### config.mk
export PLATFORM = sky130hd
export DESIGN_NAME = lcd_scan_timer
export DESIGN_NICKNAME = d
export VERILOG_FILES = /design/src/rtl/lcd_scan_timer.sv
export SDC_FILE = /design/constraint.sdc
export NUM_CORES = 1
export LEC_CHECK = 0
export ABC_AREA = 1
export BUFFER_PORTS_ARGS = -buffer_cell sky130_fd_sc_hd__buf_2
export CORE_UTILIZATION = 50
export CTS_CLUSTER_SIZE = 10
export DETAILED_ROUTE_END_ITERATION = 12
export PLACE_DENSITY = 0.71
export RECOVER_POWER = 100
export SLEW_MARGIN = 10
export SYNTH_ARGS = -nofsm -noshare
export SYNTH_HDL_FRONTEND = slang
export SYNTH_SLANG_ARGS = --single-unit
### constraint.sdc
create_clock -name clk -period 3.18 [get_ports clk]
set_input_delay 0.636 -clock clk [delete_from_list [all_inputs] [get_ports clk]]
set_output_delay 0.636 -clock clk [all_outputs]
set_load 0.05 [all_outputs]
### src/rtl/lcd_scan_timer.sv
module lcd_scan_timer #(
  parameter int DOT_W  = 13,
  parameter int LINE_W = 11
) (
  input  logic              clk,
  input  logic              rst_n,
  input  logic              cfg_dual,
  input  logic [DOT_W-1:0]  cfg_width,
  input  logic [LINE_W-1:0] cfg_height,
  input  logic [7:0]        pix_data,
  input  logic              pix_valid,
  output logic              pix_ready,
  output logic [3:0]        up_nib,
  output logic [3:0]        dn_nib,
  output logic              shift_clk,
  output logic              line_latch,
  output logic              first_line,
  output logic              ac_pol
);
  localparam int NIB_DOTS = 4;

  typedef enum logic [1:0] {S_FRAME, S_DATA, S_LATCH} st_t;

  st_t               st;
  logic              ph;
  logic              hold_v;
  logic [3:0]        hold_nib;
  logic [1:0]        lat_cnt;
  logic [DOT_W-1:0]  dot_cnt;
  logic [LINE_W-1:0] line_idx;

  wire [LINE_W-1:0] lines_pf  = cfg_dual ? (cfg_height >> 1) : cfg_height;
  wire              last_nib  = ({1'b0, dot_cnt} + (DOT_W+1)'(NIB_DOTS)) >= {1'b0, cfg_width};
  wire              last_line = ({1'b0, line_idx} + 1'b1) >= {1'b0, lines_pf};

  assign pix_ready  = (st == S_DATA) && !ph && (cfg_dual || !hold_v);
  wire   take       = pix_ready && pix_valid;
  wire   slot_go    = take || (hold_v && !cfg_dual);
  assign first_line = (st != S_FRAME) && (line_idx == '0);

  always_ff @(posedge clk or negedge rst_n) begin
    if (!rst_n) begin
      st         <= S_FRAME;
      ph         <= 1'b0;
      hold_v     <= 1'b0;
      hold_nib   <= '0;
      lat_cnt    <= '0;
      dot_cnt    <= '0;
      line_idx   <= '0;
      up_nib     <= '0;
      dn_nib     <= '0;
      shift_clk  <= 1'b0;
      line_latch <= 1'b0;
      ac_pol     <= 1'b0;
    end else begin
      shift_clk <= 1'b0;
      case (st)
        S_FRAME: begin
          st       <= S_DATA;
          ac_pol   <= ~ac_pol;
          line_idx <= '0;
          dot_cnt  <= '0;
          ph       <= 1'b0;
        end
        S_DATA: begin
          if (!ph) begin
            if (slot_go) begin
              ph <= 1'b1;
              if (cfg_dual) begin
                up_nib <= pix_data[3:0];
                dn_nib <= pix_data[7:4];
              end else if (hold_v) begin
                up_nib <= hold_nib;
                hold_v <= 1'b0;
              end else begin
                up_nib   <= pix_data[3:0];
                hold_nib <= pix_data[7:4];
                hold_v   <= 1'b1;
              end
            end
          end else begin
            ph        <= 1'b0;
            shift_clk <= 1'b1;
            if (last_nib) begin
              st      <= S_LATCH;
              lat_cnt <= '0;
              dot_cnt <= '0;
            end else begin
              dot_cnt <= dot_cnt + DOT_W'(NIB_DOTS);
            end
          end
        end
        default: begin
          case (lat_cnt)
            2'd0: begin
              line_latch <= 1'b1;
              lat_cnt    <= 2'd1;
            end
            2'd1: lat_cnt <= 2'd2;
            default: begin
              line_latch <= 1'b0;
              lat_cnt    <= '0;
              if (last_line) begin
                st       <= S_FRAME;
                line_idx <= '0;
              end else begin
                st       <= S_DATA;
                line_idx <= line_idx + 1'b1;
              end
            end
          endcase
        end
      endcase
    end
  end
endmodule

==> impl_metrics.tcl <==
set metrics [dict create \
    ios 49 \
    status "finished with violations" \
    numCtsBuffers 5 \
    layout_common_cells "130 x nand2_1, 61 x inv_1, 43 x dfrtp_1" \
    via_per_inst 4.95 \
    rsz0062_at_grt "false" \
    dr_total_vias 2559 \
    power_mw 2.24 \
    syn_inst 394 \
    start_util_pct 53.1 \
    ctsLongestPathBuffers 2 \
    synth-main-ff-cell "dfrtp_1" \
    postCtsHoldBufs 0 \
    grt_usage_pct 21.2 \
    fmax_ghz 0.379 \
    core_area_um2 5610 \
    rows 27 \
    required_ps 3390 \
    yosysSeqAreaShare_pct 36.1 \
    final_common_cell "nand2_1" \
    slew_headroom_pct -52.3 \
    setup_tns_ps 0 \
    grt_pass1_vias 2481 \
    synth_edf_count 0 \
    p_leak_nw 1.86 \
    clock-root-buffer "clkbuf_8" \
    dp_hpwl_um 4740 \
    ys.warnings.count 0 \
    finalCriticalPeriod_ps 2640 \
    synth-async-reset-ratio_pct 100 \
    drive_gt1_share_pct 12.4 \
    clock_latency_ps 300 \
    cp_max_fo 8 \
    wire_per_inst_um 11.6 \
    cts_tree "yes" \
    ir_drop_mv 0.598 \
    first_pass_iters 4 \
    drtIter0Drc 91 \
    grt_overflow 0 \
    clkTransAtPathRegs_ps 90 \
    cts_sinks 43 \
    h-tree-depth 2 \
    chipWidth_um 79.2 \
    drc 0 \
    grt_pass1_wl_um 10500 \
    cp.arrival_ps 2850 \
    die_area_um2 6270 \
    seqCellArea_um2 1080 \
    postCtsSetupRepairBufs 0 \
    worst_pin_slew_ps 2290 \
    place.gp.congestion 0.841 \
    syn_area_per_cell_um2 7.56 \
    skew_ps 8.31 \
    n_fill_cell 584 \
    hold_viol_final 0 \
    nets 505 \
    syn_nets 455 \
    setup_viol 0 \
    multi_input_area_um2 1570 \
    ys_seq_elements 43 \
    mappedNetlistArea_um2 2980 \
    critical_path_class "reg2reg" \
    endpoint_kind "flop" \
    cts_resized 0 \
    n_antenna_cell 0 \
    syn2layout_area_growth_pct 11.1 \
    die_h_um 79.2 \
    power.density_nw_per_um2 676 \
    grt_antenna_before_repair 0 \
    synth_cell_types 33 \
    start_kind "flop" \
    grt_max_degree 44 \
    violations "capacitance limit, slew limit" \
    slew_viol_final 44 \
    portBuffers 48 \
    cap_violations 1 \
    antenna_left 0 \
    hp-class "reg2reg" \
    finalCritPeriodShare_pct 83.0 \
    drt-total-wl_um 5990 \
]
-- final cells by class --
type                    instances  share of cell area, %
multi-input cells             283                   47.3
flip-flops and latches         43                   32.5
inverters                      63                   7.15
well taps                      72                   2.72
clock buffers                   5                   2.08
repair buffers                 48                   6.73
clock inverters                 3                   1.44
-- layer usage --
metal	routed length, µm	global-route usage, %	up-vias	part of all wire, %
met5	0	0	-	0
met4	78	6.55	0	1.3
met2	2900	37.4	40	48
met1	2820	26.5	1169	47
met3	186	3.22	10	3.1
li1	-	-	1340	-
-- power breakdown --
group          switching [mW]  total (mW)  leakage [nW]  internal (mW)
clock network           0.199       0.437        0.0587          0.238
registers               0.103       0.794         0.559          0.691
logic                   0.750        1.00          1.24          0.255
-- synthesized netlist by cell type, types with 2 or more instances --
cell type / n / share of area (%)
a21oi_1: 8 / 1.3
buf_6: 2 / 0.76
nor4_1: 2 / 0.42
nand2_2: 2 / 0.42
xor2_1: 11 / 3.2
a31oi_1: 4 / 0.84
o21ai_0: 10 / 1.7
inv_1: 61 / 7.7
buf_2: 2 / 0.34
nand4_1: 7 / 1.5
nand2_1: 129 / 16
mux2i_1: 9 / 3.0
dfrtp_1: 43 / 36
a21oi_2: 2 / 0.59
ha_1: 25 / 11
nor3_1: 6 / 1.0
xnor2_1: 3 / 0.88
o21ai_1: 4 / 0.67
nor2_4: 2 / 0.76
o21ai_2: 7 / 2.1
nand3_2: 3 / 1.0
nor2_2: 6 / 1.3
nand3_1: 10 / 1.7
nor2_1: 27 / 3.4
-- stage by stage --
stage	setup WS, ps	cell area [µm²]	hold slack [ps]	util [%]	instances
6_report	542	3310	484	59.0	517
3_3_place_gp	680	3270	456	58.3	509
3_5_place_dp	644	3270	470	58.3	509
5_1_grt	241	3310	534	59.0	517
4_1_cts	614	3380	491	60.4	517
2_1_floorplan	312	2980	340	-	394
-- final timing paths --
kind	end	slack, ps	start	depth (start not counted)
worst max-delay path	line_idx[4]	540	line_idx[0]	14
worst min-delay path	lat_cnt[0]	480	lat_cnt[0]	2
worst max register to register	line_idx[4]	540	line_idx[0]	14
worst min register to register	lat_cnt[0]	480	lat_cnt[0]	2
max in group asynchronous	dn_nib[1]	870	rst_n	1
min in group asynchronous	line_idx[9]	1010	rst_n	1
-- sequential cells by signal, indices dropped and copies added, names as in the netlist --
register / flops
up_nib: 4
st: 2
lat_cnt: 2
dn_nib: 4
hold_nib: 4
ac_pol: 1
shift_clk: 1
dot_cnt: 11
line_latch: 1
line_idx: 11
hold_v: 1
ph: 1
-- worst max-delay path, stage by stage, from the launching register on --
cell and delay (ps):
dfrtp_1 400, inv_1 120, nor2_2 220, nand2_1 120, nor2_1 120, xor2_1 200
inv_1 70, ha_1 330, nand2_1 70, nand2_1 40, a21oi_1 110, nand3_1 100
nor2_1 260, nand3_4 170, o21ai_0 200
-- logic make-up (layout without fill, tap and decap cells) --
family / count (synthesis) / in the layout / synth area share (%)
and+or+nand+nor: 197 / 197 / 29.0
buffers and inverters: 68 / 119 / 9.29
DFF: 43 / 43 / 36.1
AOI/OAI and AO/OA: 38 / 38 / 7.94
adders and majority gates: 25 / 25 / 10.5
xor gates and xnor gates: 14 / 14 / 4.12
muxes: 9 / 9 / 3.03
Power figures use the tool's default switching activity.
